==> src/rtl/cmd_pkg.sv <==
// Shared types for the serial channel command decoder.
// Assumes an 8-bit command byte and an 8-bit interrupt status vector.
package cmd_pkg;

    localparam int ISR_W = 8;

    // Action codes carried in command bits 6:4
    typedef enum logic [2:0] {
        ACT_NONE   = 3'd0,
        ACT_MPTR   = 3'd1,
        ACT_RXRST  = 3'd2,
        ACT_TXRST  = 3'd3,
        ACT_ERRCLR = 3'd4,
        ACT_BRKCLR = 3'd5,
        ACT_BRKON  = 3'd6,
        ACT_BRKOFF = 3'd7
    } cmd_act_e;

    // Break sequencer states
    typedef enum logic [2:0] {
        BK_IDLE  = 3'd0,
        BK_PEND  = 3'd1,
        BK_LOW   = 3'd2,
        BK_STOP  = 3'd3,
        BK_GUARD = 3'd4
    } brk_st_e;

endpackage

==> src/rtl/cmd_field_dec.sv <==
// Combinational decode of one command byte into direction intents and an action.
// Assumes the caller gates nothing: every output is already qualified by wr.
// The off intent of a direction already includes that direction's reset code,
// so an off request or a reset always beats an on request.
module cmd_field_dec
    import cmd_pkg::*;
#(
    parameter int CMD_W = 8
) (
    input  logic             wr,
    input  logic [CMD_W-1:0] cmd,
    output logic             rx_on,
    output logic             rx_off,
    output logic             tx_on,
    output logic             tx_off,
    output cmd_act_e         act
);

    // Decode the action field, qualified by the write strobe
    always_comb begin
        act = wr ? cmd_act_e'(cmd[6:4]) : ACT_NONE;
    end

    // Resolve on/off per direction with off winning
    always_comb begin
        rx_off = wr && (cmd[1] || act == ACT_RXRST);
        tx_off = wr && (cmd[3] || act == ACT_TXRST);
        rx_on  = wr && cmd[0] && !rx_off;
        tx_on  = wr && cmd[2] && !tx_off;
    end

endmodule

==> src/rtl/cmd_flag_ctl.sv <==
// Holds the enable levels and registers the one-cycle flag strobes.
// Assumes decoded intents from cmd_field_dec; the strobes are valid in the
// cycle after the write, and the enables change at the write edge.
module cmd_flag_ctl
    import cmd_pkg::*;
#(
    parameter int CH_IDX = 0
) (
    input  logic             clk,
    input  logic             rst_n,
    input  logic             rx_on,
    input  logic             rx_off,
    input  logic             tx_on,
    input  logic             tx_off,
    input  cmd_act_e         act,
    output logic             tx_en_nxt,
    output logic             rx_en,
    output logic             tx_en,
    output logic             txrdy_set,
    output logic             txrdy_clr,
    output logic             txemt_set,
    output logic             txemt_clr,
    output logic             rxrdy_clr,
    output logic             rx_flush,
    output logic             tx_flush,
    output logic             err_clr,
    output logic             mptr_rst,
    output logic [ISR_W-1:0] isr_set,
    output logic [ISR_W-1:0] isr_clr
);

    localparam int TXI_BIT = 4 * CH_IDX;
    localparam int BCI_BIT = 2 + 4 * CH_IDX;

    logic             rx_en_nxt;
    logic [ISR_W-1:0] set_vec;
    logic [ISR_W-1:0] clr_vec;

    // Next enable levels: off first, then on, else hold
    always_comb begin
        rx_en_nxt = rx_off ? 1'b0 : (rx_on ? 1'b1 : rx_en);
        tx_en_nxt = tx_off ? 1'b0 : (tx_on ? 1'b1 : tx_en);
    end

    // One strobe per interrupt status bit, chosen by the channel number
    for (genvar g = 0; g < ISR_W; g++) begin : g_isr
        assign set_vec[g] = tx_on && (g == TXI_BIT);
        assign clr_vec[g] = (act == ACT_BRKCLR) && (g == BCI_BIT);
    end

    // Register enables and strobes
    always_ff @(posedge clk) begin
        if (!rst_n) begin
            rx_en     <= 1'b0;
            tx_en     <= 1'b0;
            txrdy_set <= 1'b0;
            txrdy_clr <= 1'b0;
            txemt_set <= 1'b0;
            txemt_clr <= 1'b0;
            rxrdy_clr <= 1'b0;
            rx_flush  <= 1'b0;
            tx_flush  <= 1'b0;
            err_clr   <= 1'b0;
            mptr_rst  <= 1'b0;
            isr_set   <= '0;
            isr_clr   <= '0;
        end else begin
            rx_en     <= rx_en_nxt;
            tx_en     <= tx_en_nxt;
            txrdy_set <= tx_on;
            txemt_set <= tx_on;
            txrdy_clr <= tx_off;
            txemt_clr <= tx_off;
            rxrdy_clr <= rx_off;
            rx_flush  <= (act == ACT_RXRST);
            tx_flush  <= (act == ACT_TXRST);
            err_clr   <= (act == ACT_ERRCLR);
            mptr_rst  <= (act == ACT_MPTR);
            isr_set   <= set_vec;
            isr_clr   <= clr_vec;
        end
    end

    // ready flag is never set and cleared in the same cycle
    assert_rdy_excl_R4: assert property (@(posedge clk) disable iff (!rst_n)
        !(txrdy_set && txrdy_clr));

    // a transmit-ready set strobe comes with the enabled transmitter
    assert_set_with_en_R3: assert property (@(posedge clk) disable iff (!rst_n)
        txrdy_set |-> tx_en);

endmodule

==> src/rtl/brk_seq.sv <==
// Break sequencer for the transmit line.
// Assumes bit_tick is a one-cycle pulse per bit time. tx_busy and thr_full
// are levels from the serializer. The line is forced low in LOW and STOP.
// tx_hold is high from LOW through the guard bit.
module brk_seq
    import cmd_pkg::*;
(
    input  logic clk,
    input  logic rst_n,
    input  logic start_req,
    input  logic stop_req,
    input  logic tx_off,
    input  logic tx_en_nxt,
    input  logic bit_tick,
    input  logic tx_busy,
    input  logic thr_full,
    output logic tx_line,
    output logic tx_hold
);

    brk_st_e st;
    brk_st_e st_nxt;
    logic    tx_quiet;

    assign tx_quiet = !tx_busy && !thr_full;

    // Next-state selection; turning the transmitter off cancels any stage
    always_comb begin
        st_nxt = st;
        if (tx_off) begin
            st_nxt = BK_IDLE;
        end else begin
            unique case (st)
                BK_IDLE:  if (start_req && tx_en_nxt) st_nxt = BK_PEND;
                BK_PEND:  if (stop_req) st_nxt = BK_IDLE;
                          else if (bit_tick && tx_quiet) st_nxt = BK_LOW;
                BK_LOW:   if (stop_req) st_nxt = BK_STOP;
                BK_STOP:  if (bit_tick) st_nxt = BK_GUARD;
                BK_GUARD: if (bit_tick) st_nxt = BK_IDLE;
                default:  st_nxt = BK_IDLE;
            endcase
        end
    end

    // State register
    always_ff @(posedge clk) begin
        if (!rst_n) st <= BK_IDLE;
        else        st <= st_nxt;
    end

    // Output decode from the state
    always_comb begin
        tx_line = !(st == BK_LOW || st == BK_STOP);
        tx_hold = (st == BK_LOW || st == BK_STOP || st == BK_GUARD);
    end

    // the line only drops on a tick with the transmitter quiet
    assert_brk_waits_R10: assert property (@(posedge clk) disable iff (!rst_n)
        $fell(tx_line) |-> $past(bit_tick && tx_quiet));

    // the line rises into a held guard bit unless cancelled
    assert_guard_hold_R11: assert property (@(posedge clk) disable iff (!rst_n)
        $rose(tx_line) |-> (tx_hold || $past(tx_off)));

    // a break request with the transmitter off is refused
    assert_start_refused_R9: assert property (@(posedge clk) disable iff (!rst_n)
        (st == BK_IDLE && start_req && !tx_en_nxt) |=> (st == BK_IDLE));

    // turning the transmitter off releases the line
    assert_cancel_R12: assert property (@(posedge clk) disable iff (!rst_n)
        tx_off |=> (tx_line && !tx_hold));

endmodule

==> src/rtl/ser_cmd_decoder.sv <==
// Serial channel command decoder: decodes command bytes into enable levels,
// flag strobes and break control of the transmit line.
// Assumes one channel per instance; CH_IDX places its interrupt status bits.
module ser_cmd_decoder
    import cmd_pkg::*;
#(
    parameter int CH_IDX = 0,
    parameter int CMD_W  = 8
) (
    input  logic             clk,
    input  logic             rst_n,
    input  logic             cmd_wr,
    input  logic [CMD_W-1:0] cmd_byte,
    input  logic             bit_tick,
    input  logic             tx_busy,
    input  logic             thr_full,
    output logic             rx_en,
    output logic             tx_en,
    output logic             txrdy_set,
    output logic             txrdy_clr,
    output logic             txemt_set,
    output logic             txemt_clr,
    output logic             rxrdy_clr,
    output logic             rx_flush,
    output logic             tx_flush,
    output logic             err_clr,
    output logic             mptr_rst,
    output logic [ISR_W-1:0] isr_set,
    output logic [ISR_W-1:0] isr_clr,
    output logic             tx_line,
    output logic             tx_hold
);

    logic     rx_on, rx_off, tx_on, tx_off, tx_en_nxt;
    cmd_act_e act;

    // Byte decode
    cmd_field_dec #(.CMD_W(CMD_W)) i_dec (
        .wr     (cmd_wr),
        .cmd    (cmd_byte),
        .rx_on  (rx_on),
        .rx_off (rx_off),
        .tx_on  (tx_on),
        .tx_off (tx_off),
        .act    (act)
    );

    // Enables and strobes
    cmd_flag_ctl #(.CH_IDX(CH_IDX)) i_flags (
        .clk       (clk),
        .rst_n     (rst_n),
        .rx_on     (rx_on),
        .rx_off    (rx_off),
        .tx_on     (tx_on),
        .tx_off    (tx_off),
        .act       (act),
        .tx_en_nxt (tx_en_nxt),
        .rx_en     (rx_en),
        .tx_en     (tx_en),
        .txrdy_set (txrdy_set),
        .txrdy_clr (txrdy_clr),
        .txemt_set (txemt_set),
        .txemt_clr (txemt_clr),
        .rxrdy_clr (rxrdy_clr),
        .rx_flush  (rx_flush),
        .tx_flush  (tx_flush),
        .err_clr   (err_clr),
        .mptr_rst  (mptr_rst),
        .isr_set   (isr_set),
        .isr_clr   (isr_clr)
    );

    // Break control of the transmit line
    brk_seq i_brk (
        .clk       (clk),
        .rst_n     (rst_n),
        .start_req (act == ACT_BRKON),
        .stop_req  (act == ACT_BRKOFF),
        .tx_off    (tx_off),
        .tx_en_nxt (tx_en_nxt),
        .bit_tick  (bit_tick),
        .tx_busy   (tx_busy),
        .thr_full  (thr_full),
        .tx_line   (tx_line),
        .tx_hold   (tx_hold)
    );

    // transmitter off bit leaves the transmitter off
    assert_tx_off_wins_R2: assert property (@(posedge clk) disable iff (!rst_n)
        (cmd_wr && cmd_byte[3]) |=> !tx_en);

    // receiver off bit leaves the receiver off
    assert_rx_off_wins_R2: assert property (@(posedge clk) disable iff (!rst_n)
        (cmd_wr && cmd_byte[1]) |=> !rx_en);

    // receiver reset disables and flushes
    assert_rx_reset_R6: assert property (@(posedge clk) disable iff (!rst_n)
        (cmd_wr && cmd_byte[6:4] == 3'd2) |=> (!rx_en && rx_flush && rxrdy_clr));

    // transmitter reset disables and flushes
    assert_tx_reset_R7: assert property (@(posedge clk) disable iff (!rst_n)
        (cmd_wr && cmd_byte[6:4] == 3'd3) |=> (!tx_en && tx_flush && txemt_clr));

endmodule

==> config.mk <==
export PLATFORM = sky130hd
export DESIGN_NAME = ser_cmd_decoder
export DESIGN_NICKNAME = d
export VERILOG_FILES = /design/src/rtl/cmd_pkg.sv /design/src/rtl/cmd_field_dec.sv /design/src/rtl/cmd_flag_ctl.sv /design/src/rtl/brk_seq.sv /design/src/rtl/ser_cmd_decoder.sv
export SDC_FILE = /design/constraint.sdc
export NUM_CORES = 1
export LEC_CHECK = 0
export ABC_AREA = 1
export ABC_CLOCK_PERIOD_IN_PS = 2050
export BUFFER_PORTS_ARGS = -buffer_cell sky130_fd_sc_hd__buf_2
export CAP_MARGIN = 20
export CORE_UTILIZATION = 46
export DETAILED_ROUTE_END_ITERATION = 8
export MAX_ROUTING_LAYER = met4
export PLACE_DENSITY = 0.89
export REMOVE_ABC_BUFFERS = 1
export SLEW_MARGIN = 20
export SYNTH_ARGS = -nofsm -noshare
export SYNTH_HDL_FRONTEND = slang
export SYNTH_HIERARCHICAL = 1
export SYNTH_SLANG_ARGS = --single-unit
export TNS_END_PERCENT = 100
==> constraint.sdc <==
create_clock -name clk -period 2.05 [get_ports clk]
set_input_delay 0.1025 -clock clk [delete_from_list [all_inputs] [get_ports clk]]
set_output_delay 0.1025 -clock clk [all_outputs]
set_load 0.02 [all_outputs]
# Word-level counts from Yosys, hierarchy flattened
# Index checks and enable logic that the tools add are counted.
[word_totals] regBits=27 out_inout_bits=29 input_bits=14
[op_classes] mux=10 eq_ne=16 bitwise_logic=1 n_reduce_logical=22
[ops] op="two-way mux 3 bit" n=7
[ops] op="equality test 3 bit (second input constant)" n=5
[ops] op="case mux 3 bit (5 select lines)" n=1
[ops] op="equality test 3 x 2 -> 1 bit (second input constant)" n=4
[ops] op="logical AND 1 bit" n=9
[ops] op="equality test 3 x 1 -> 1 bit (second input constant)" n=2
[ops] op="zero test 1 bit" n=5
[ops] op="AND reduction 5 bit" n=1
[ops] op="logical OR 1 bit" n=4
[ops] op="inequality test 2 x 1 -> 1 bit (second input constant)" n=2
[ops] op="inequality test 2 bit (second input constant)" n=2
[ops] op="OR reduction 2 bit" n=2
[ops] op="zero test 3 bit" n=1
[ops] op="inequality test 3 x 1 -> 1 bit (second input constant)" n=1
[ops] op="two-way mux 1 bit" n=2
[ops] op="NOT 1 bit" n=1

# Depth between registers and ports, before layout
# Gate-level depths: netlist (run 1).
[depth] word_depth=11 depth_mapped=13

# Hierarchy
# Netlist (run 1), hierarchy kept.
[by_module_without_submodules] mod="cmd_flag_ctl" seq_area_each_um2=200.2 cells_per_inst=52 instances=1 area_per_inst_um2=441.7
[by_module_without_submodules] mod="brk_seq" seq_area_each_um2=60.1 cells_per_inst=44 instances=1 area_per_inst_um2=237.7
[by_module_without_submodules] mod="cmd_field_dec" seq_area_each_um2=0.0 cells_per_inst=20 instances=1 area_per_inst_um2=90.1
[by_module_without_submodules] mod="ser_cmd_decoder" seq_area_each_um2=0.0 cells_per_inst=4 instances=1 area_per_inst_um2=15.0

# Worst setup path after synthesis (run 1)
# OpenSTA, ideal clock, no wires.
[synth_timing] kind="input to register" start="input cmd_byte[5]" end="register i_brk.st[1]" path_buffers=0 stages=13 setup_time_ns=0.114 slack_ns=0.862 t_required_ns=1.936 t_arrival_ns=1.074 cell_sequence="nand2_2 -> nor2_2 -> nand2_1 -> nand2_2 -> nor2_1 -> nor2_1 -> nor2_1 -> nand3_1 -> nand3_1 -> nand3_2 -> nand2_1 -> nand2_1 -> nor2_2"
[synth_between] elab_chain_len=11 word_cells_on_any_way=18 cone_classes="eq/ne (6); mux (5); reduce/logical (7)"
[synth_rtl] element="start, declared" line="ser_cmd_decoder.sv:13" source="input logic [CMD_W-1:0] cmd_byte,"
[synth_rtl] element="two-way mux 3 bit" line="cmd_field_dec.sv:21" source="act = wr ? cmd_act_e'(cmd[6:4]) : ACT_NONE;"
[synth_rtl] element="equality test 3 x 2 -> 1 bit" line="cmd_field_dec.sv:27" source="tx_off = wr && (cmd[3] || act == ACT_TXRST);"
[synth_rtl] element="logical OR 1 bit" line="cmd_field_dec.sv:27"
[synth_rtl] element="logical AND 1 bit" line="cmd_field_dec.sv:27"
[synth_rtl] element="net tx_off" line="ser_cmd_decoder.sv:34" source="logic rx_on, rx_off, tx_on, tx_off, tx_en_nxt;"
[synth_rtl] element="zero test 1 bit" line="cmd_field_dec.sv:29" source="tx_on = wr && cmd[2] && !tx_off;"
[synth_rtl] element="logical AND 1 bit" line="cmd_field_dec.sv:29"
[synth_rtl] element="net tx_on" line="ser_cmd_decoder.sv:34"
[synth_rtl] element="two-way mux 1 bit (2 in series)" line="cmd_flag_ctl.sv:42" source="tx_en_nxt = tx_off ? 1'b0 : (tx_on ? 1'b1 : tx_en);"
[synth_rtl] element="net tx_en_nxt" line="ser_cmd_decoder.sv:34"
[synth_rtl] element="logical AND 1 bit" line="brk_seq.sv:34" source="BK_IDLE: if (start_req && tx_en_nxt) st_nxt = BK_PEND;"
[synth_rtl] element="inequality test 2 x 1 -> 1 bit (no line)"
[synth_rtl] element="AND reduction 5 bit (no line)"
[synth_rtl] element="end signal, assigned" line="brk_seq.sv:48" source="else st <= st_nxt;"
[synth_rtl] element="end, declared" line="brk_seq.sv:21" source="brk_st_e st;"
# The timed path passes the listed nets, and every way through them passes these cells.
# A chain may end at the register's enable or synchronous reset.

# Worst setup path after layout (run 1)
[layout_timing] start="register i_brk.st[0]" end="output tx_hold"
[layout_between] elab_chain_len=3 word_cells_on_any_way=5 cone_classes="eq/ne (3); reduce/logical (2)"
[layout_rtl] element="equality test 3 x 2 -> 1 bit" line="brk_seq.sv:54" source="tx_hold = (st == BK_LOW || st == BK_STOP || st == BK_GUARD);"
[layout_rtl] element="logical OR 1 bit" line="brk_seq.sv:54"
[layout_rtl] element="logical OR 1 bit (*)" line="brk_seq.sv:54"
[layout_rtl] element="end, declared" line="ser_cmd_decoder.sv:31" source="output logic tx_hold"
# Every way passes the cells marked *; elsewhere a longest branch is shown, timed or not.

==> results.py, run 1 <==
metrics = {
    "cts": {
        "clk_pin_slew_ns": 0.07,
        "htreeDepth": 1,
        "insertion_delay_ns": 0.26,
        "clock_sinks": 13,
        "cts_buffers": 3,
        "cts_setup_buffers": 0,
        "cts.path.max_buffers": 2,
        "post_cts_resized": 0,
        "cts_tree": "yes",
        "clockRootBuffer": "clkbuf_4",
        "hold_buffers": 0,
    },
    "die": {
        "dieHeight_um": 43.3,
        "rows": 14,
        "start_util": 0.509,
        "ioPinCount": 43,
        "core_um2": 1540,
        "dieArea_um2": 1870,
        "die_w_um": 43.3,
    },
    "final_layout": {
        "drive_above_1_share": 0.306,
        "fillerInstances": 158,
        "syn2layout_area_growth_pct": 13.1,
        "nNetsFinal": 162,
        "n_antenna_cell": 0,
    },
    "global_routing": {
        "grt_pass1_wl_mm": 2.15,
        "grt.overflow.total": 0,
        "grt_usage": 0.161,
        "grt_pass1_vias": 586,
        "antenna_found_initial": 0,
        "grt_max_degree": 9,
    },
    "synth": {
        "synth.avg_cell_area_um2": 6.54,
        "yosysWarnings": 6,
        "yosysSeqAreaShare": 0.332,
        "ys_ff_latch": 13,
        "synth.distinct_cells": 15,
        "netlist_instances": 120,
        "syn_area_um2": 785,
    },
    "critical_path": {
        "cp_max_fo": 4,
        "rrSetupSlack_ns": 0.92,
        "end_kind": "output pin",
        "r2r_cells": 8,
        "cp-start-kind": "flop",
        "crit_start": "i_brk/st[0]$_SDFFE_PP0P_",
        "reg2reg_to": "i_brk/st[1]$_SDFFE_PP0P_",
        "critical_path_class": "reg2out",
        "arrival_ns": 1.29,
        "required_ns": 1.95,
        "endpoint": "tx_hold",
        "timing.rr.start": "i_flags/tx_en$_SDFF_PN0_",
    },
    "place": {
        "hpwlAfterDp_mm": 1.07,
        "dp_slack_ns": 0.528,
        "port_buffers": 27,
        "place.gp.congestion": 0.817,
    },
    "sta": {
        "drv_slew": 0,
        "hold_viol_final": 0,
        "hold_slack_ns": 0.132,
        "timing.final.crit_period_ns": 1.39,
        "setup_violations": 0,
        "rsz0062_at_grt": "false",
        "max_freq_ghz": 0.719,
        "fin_crit_sh": 0.679,
        "setup_tns_ns": 0,
        "setup_ws_ns": 0.659,
        "skew_ns": 0.000365,
    },
    "detailed_routing": {
        "firstDrtPassIters": 4,
        "via_count": 707,
        "wl_per_cell_um": 7.90,
        "drt_iter0_drc": 10,
        "drt-total-wl_mm": 1.29,
        "post-route-drc-count": 0,
        "via_per_inst": 4.34,
        "ant_nets": 0,
    },
    "power": {
        "pwr-share-seq": 0.420,
        "power_frac_clock": 0.209,
        "swShare": 0.385,
        "p_leak_nw": 0.557,
        "combPwrFrac": 0.370,
        "intPower_mw": 0.429,
        "p_sw_mw": 0.268,
        "ir_drop_uv": 660,
        "cellPowerDensity_nw_per_um2": 786,
    },
    "outcome": {
        "outcome": "completed",
    },
    "flow_run": {
        "cap_violations": 0,
    },
    "hold_path": {
        "worstHoldPathType": "in2reg",
        "hold_depth": 3,
    },
}
## how the worst min path moves through the flow
stage                from  slack (ns)                           end
global route        rst_n        0.11  i_flags/txemt_set$_SDFF_PN0_
CTS                 rst_n        0.11  i_flags/txemt_set$_SDFF_PN0_
global placement    rst_n        0.41  i_flags/rxrdy_clr$_SDFF_PN0_
detailed placement  rst_n        0.41  i_flags/txemt_set$_SDFF_PN0_
floorplan           rst_n        0.20  i_flags/rxrdy_clr$_SDFF_PN0_
finish              rst_n        0.13  i_flags/txemt_set$_SDFF_PN0_
## final cells by class
cell class / count / area [um2] / share of cell area
multi-input combinational: 81 / 363 / 0.409
timing repair buffer: 27 / 135 / 0.152
tap: 16 / 20.0 / 0.0226
sequential: 13 / 260 / 0.293
inverter: 22 / 82.6 / 0.0931
clock buffer: 4 / 26.3 / 0.0296
## cells in the mapped netlist, drive strengths merged
master | count | area, um2
nand2 | 31 | 126
nor2 | 23 | 93.8
inv | 22 | 82.6
buf | 17 | 128
dfxtp | 13 | 260
nand3 | 6 | 35.0
nor3 | 3 | 30.0
o21ai | 2 | 10.0
a21oi | 1 | 8.76
conb | 1 | 3.75
nand4 | 1 | 6.26
## through the flow
stage / util / power (mW) / instance area (um2) / cells
6_report: 0.575 / 0.697 / 887 / 163
5_1_grt: 0.575 / 0.760 / 887 / 163
4_1_cts: 0.575 / 0.706 / 887 / 163
3_5_place_dp: 0.558 / 0.553 / 861 / 159
3_3_place_gp: 0.558 / 0.547 / 861 / 159
2_1_floorplan: - / 0.492 / 706 / 116
## critical path, cell delays in order (launching register included)
cell and delay [ns]:
dfxtp_1 0.34, nor2_1 0.16, inv_1 0.09, o21ai_0 0.17, inv_1 0.07, nand2_1 0.05, buf_2 0.15
## registers in the layout, indices dropped and copies added, names as in the netlist
register and count:
i_flags/txemt_set 1, i_flags/err_clr 1, i_flags/isr_clr 1, i_flags/rxrdy_clr 1, i_flags/tx_flush 1, i_brk/st 3, i_flags/rx_en 1, i_flags/txemt_clr 1
i_flags/rx_flush 1, i_flags/tx_en 1, i_flags/mptr_rst 1
## per-layer routing
| layer | up-vias | part of all wire | GRT usage | wire (um) |
|---|---|---|---|---|
| met1 | 306 | 0.41 | 0.145 | 532 |
| met5 | - | 0 | - | 0 |
| met2 | 24 | 0.52 | 0.290 | 667 |
| li1 | 375 | - | - | - |
| met4 | 0 | 0.015 | 0.0727 | 19 |
| met3 | 2 | 0.054 | 0.0638 | 69 |
## power groups by stage
| stage | Sequential, mW | Combinational [mW] | Clock [mW] |
|---|---|---|---|
| finish | 0.293 | 0.258 | 0.146 |
| global placement | 0.297 | 0.249 | 0 |
| detailed placement | 0.298 | 0.255 | 0 |
| floorplan | 0.307 | 0.184 | 0 |
| CTS | 0.292 | 0.257 | 0.157 |
| global route | 0.295 | 0.292 | 0.173 |
## cell usage in the layout, fill, tap and decap left out
| cell | count |
|---|---|
| nor3_2 | 3 |
| a21oi_2 | 1 |
| nor2_1 | 20 |
| clkbuf_4 | 3 |
| buf_2 | 27 |
| nand2_2 | 4 |
| nand4_1 | 1 |
| o21ai_0 | 2 |
| inv_1 | 19 |
| clkbuf_1 | 1 |
| inv_2 | 3 |
| nand3_1 | 5 |
| nand2_1 | 27 |
| dfxtp_1 | 13 |
| nand3_2 | 1 |
| conb_1 | 14 |
| nor2_2 | 3 |
## logic make-up (layout without fill, tap and decap cells)
family | count (synthesis) | in the layout | share of synthesized area
simple gates | 64 | 64 | 0.372
buf+inv | 39 | 53 | 0.268
flops | 13 | 13 | 0.332
compound gates | 3 | 3 | 0.0239
other cells | 1 | 14 | 0.00478
Power figures use the tool's default switching activity.
==> run 2, diff against run 1 <==
--- a/config.mk
+++ b/config.mk
@@ -6,13 +6,13 @@
 export NUM_CORES = 1
 export LEC_CHECK = 0
 export ABC_AREA = 1
-export ABC_CLOCK_PERIOD_IN_PS = 2050
+export ABC_CLOCK_PERIOD_IN_PS = 1300
 export BUFFER_PORTS_ARGS = -buffer_cell sky130_fd_sc_hd__buf_2
 export CAP_MARGIN = 20
-export CORE_UTILIZATION = 46
+export CORE_UTILIZATION = 43
 export DETAILED_ROUTE_END_ITERATION = 8
 export MAX_ROUTING_LAYER = met4
-export PLACE_DENSITY = 0.89
+export PLACE_DENSITY = 0.85
 export REMOVE_ABC_BUFFERS = 1
 export SLEW_MARGIN = 20
 export SYNTH_ARGS = -nofsm -noshare
==> constraint.sdc (replaced) <==
create_clock -name clk -period 1.3 [get_ports clk]
set_input_delay 0.065 -clock clk [delete_from_list [all_inputs] [get_ports clk]]
set_output_delay 0.065 -clock clk [all_outputs]
set_load 0.02 [all_outputs]
==> results.py, run 2 (synthesis results as in run 1) <==
metrics = {
    "outcome": {
        "outcome": "completed",
    },
    "power": {
        "p_sw_mw": 0.492,
        "pwr-share-seq": 0.398,
        "p_leak_nw": 0.592,
        "power_mw": 1.22,
        "swShare": 0.404,
        "ir_drop_uv": 554,
        "combPwrFrac": 0.394,
        "cellPowerDensity_nw_per_um2": 1260,
        "power_frac_clock": 0.208,
        "intPower_mw": 0.726,
    },
    "cts": {
        "clock_sinks": 13,
        "cts_setup_buffers": 0,
        "htreeDepth": 1,
        "cts.path.max_buffers": 2,
        "cts_tree": "yes",
        "cts_buffers": 3,
        "clockRootBuffer": "clkbuf_4",
        "insertion_delay_ns": 0.27,
        "clk_pin_slew_ns": 0.09,
    },
    "final_layout": {
        "post-route-util": 0.562,
        "final_cell_mix": "nand2_1 (27), buf_2 (26), nor2_1 (19), inv_1 (18), conb_1 (14)",
        "layout_commonest_cell": "nand2_1",
        "largest_register_ffs": 3,
        "final-instance-count-excl-fill": 178,
        "n_antenna_cell": 0,
        "largest_register": "i_brk/st",
        "nNetsFinal": 168,
        "drive_above_1_share": 0.373,
        "final_area_um2": 970,
        "syn2layout_area_growth_pct": 23.6,
    },
    "detailed_routing": {
        "drt_iter0_drc": 27,
        "post-route-drc-count": 0,
        "drt-total-wl_mm": 1.66,
        "ant_nets": 0,
        "firstDrtPassIters": 4,
        "via_per_inst": 4.47,
        "via_count": 796,
        "wl_per_cell_um": 9.32,
    },
    "sta": {
        "setup_violations": 0,
        "max_freq_ghz": 0.774,
        "skew_ns": 0.00712,
        "hold_viol_final": 0,
        "timing.final.crit_period_ns": 1.29,
        "setup_tns_ns": 0,
        "fin_crit_sh": 0.994,
        "drv_slew": 0,
        "setup_ws_ns": 0.00756,
        "hold_slack_ns": 0.0819,
        "rsz0062_at_grt": "true",
    },
    "die": {
        "die_w_um": 44.7,
        "core_um2": 1730,
        "ioPinCount": 43,
        "dieHeight_um": 44.7,
        "dieArea_um2": 2000,
        "start_util": 0.454,
        "rows": 15,
    },
    "global_routing": {
        "grt_pass1_wl_mm": 2.37,
        "grt_usage": 0.166,
        "grt_max_degree": 9,
        "antenna_found_initial": 0,
        "grt.overflow.total": 0,
        "grt_pass1_vias": 672,
    },
    "flow_run": {
        "cap_violations": 0,
    },
    "critical_path": {
        "cp-start-kind": "flop",
        "r2r_cells": 7,
        "cp_max_fo": 4,
        "required_ns": 1.24,
        "critical_path_class": "reg2out",
        "end_kind": "output pin",
        "arrival_ns": 1.23,
    },
    "hold_path": {
        "hold_depth": 3,
        "worstHoldPathType": "in2reg",
    },
    "place": {
        "place.gp.congestion": 0.814,
        "hpwlAfterDp_mm": 1.23,
        "port_buffers": 27,
        "place_area_um2": 917,
        "dp_cells": 174,
        "dp_slack_ns": -0.0709,
    },
}
## run 2: changes by cell type in the layout (fill, tap and decap cells not counted), sizes merged
cell / change
buf: +6
## run 2: power by group through the flow
stage	registers [mW]	logic, mW	clock network, mW
floorplan	0.484	0.291	0
global placement	0.469	0.407	0
detailed placement	0.470	0.423	0
CTS	0.470	0.436	0.254
global route	0.486	0.522	0.273
finish	0.485	0.480	0.253
## run 2: final cells by class
| type | count | area [um2] |
|---|---|---|
| Fill cell | 175 | 757 |
| Inverter | 22 | 82.6 |
| Multi-Input combinational cell | 81 | 374 |
| Tap cell | 25 | 31.3 |
| Sequential cell | 13 | 269 |
| Clock buffer | 4 | 26.3 |
| Timing Repair Buffer | 33 | 186 |
## run 2: timing repair
action	4_1_cts	5_1_grt
pin swaps	0	1
gates cloned	0	0
endpoints found under the setup margin	2	2
gates resized for setup	4	8
hold buffers	0	0
hold endpoints to repair	0	0
## run 2: worst paths after layout
| path | startpoint | end | slack, ns |
|---|---|---|---|
| min | rst_n | i_flags/txemt_set$_SDFF_PN0_ | 0.08 |
| max | i_brk/st[2]$_SDFFE_PP0P_ | tx_hold | 0.008 |
| min reg2reg | i_flags/rx_en$_SDFFE_PP0P_ | i_flags/rx_en$_SDFFE_PP0P_ | 0.50 |
| max reg2reg | i_brk/st[2]$_SDFFE_PP0P_ | i_brk/st[1]$_SDFFE_PP0P_ | 0.13 |
## run 2: routing by layer
| metal | track usage | routed length [um] | up-vias | share of wire |
|---|---|---|---|---|
| li1 | - | - | 388 | - |
| met1 | 0.160 | 616 | 361 | 0.37 |
| met2 | 0.300 | 888 | 43 | 0.54 |
| met3 | 0.0440 | 127 | 4 | 0.077 |
| met4 | 0.0848 | 27 | 0 | 0.016 |
| met5 | - | 0 | - | 0 |
## run 2: worst max-delay path, cell delays in order (launching register included)
cell and delay, ns:
dfxtp_4 0.38, inv_2 0.07, nand3_1 0.14, o21ai_2 0.10
inv_1 0.07, nand2_1 0.08, buf_6 0.12
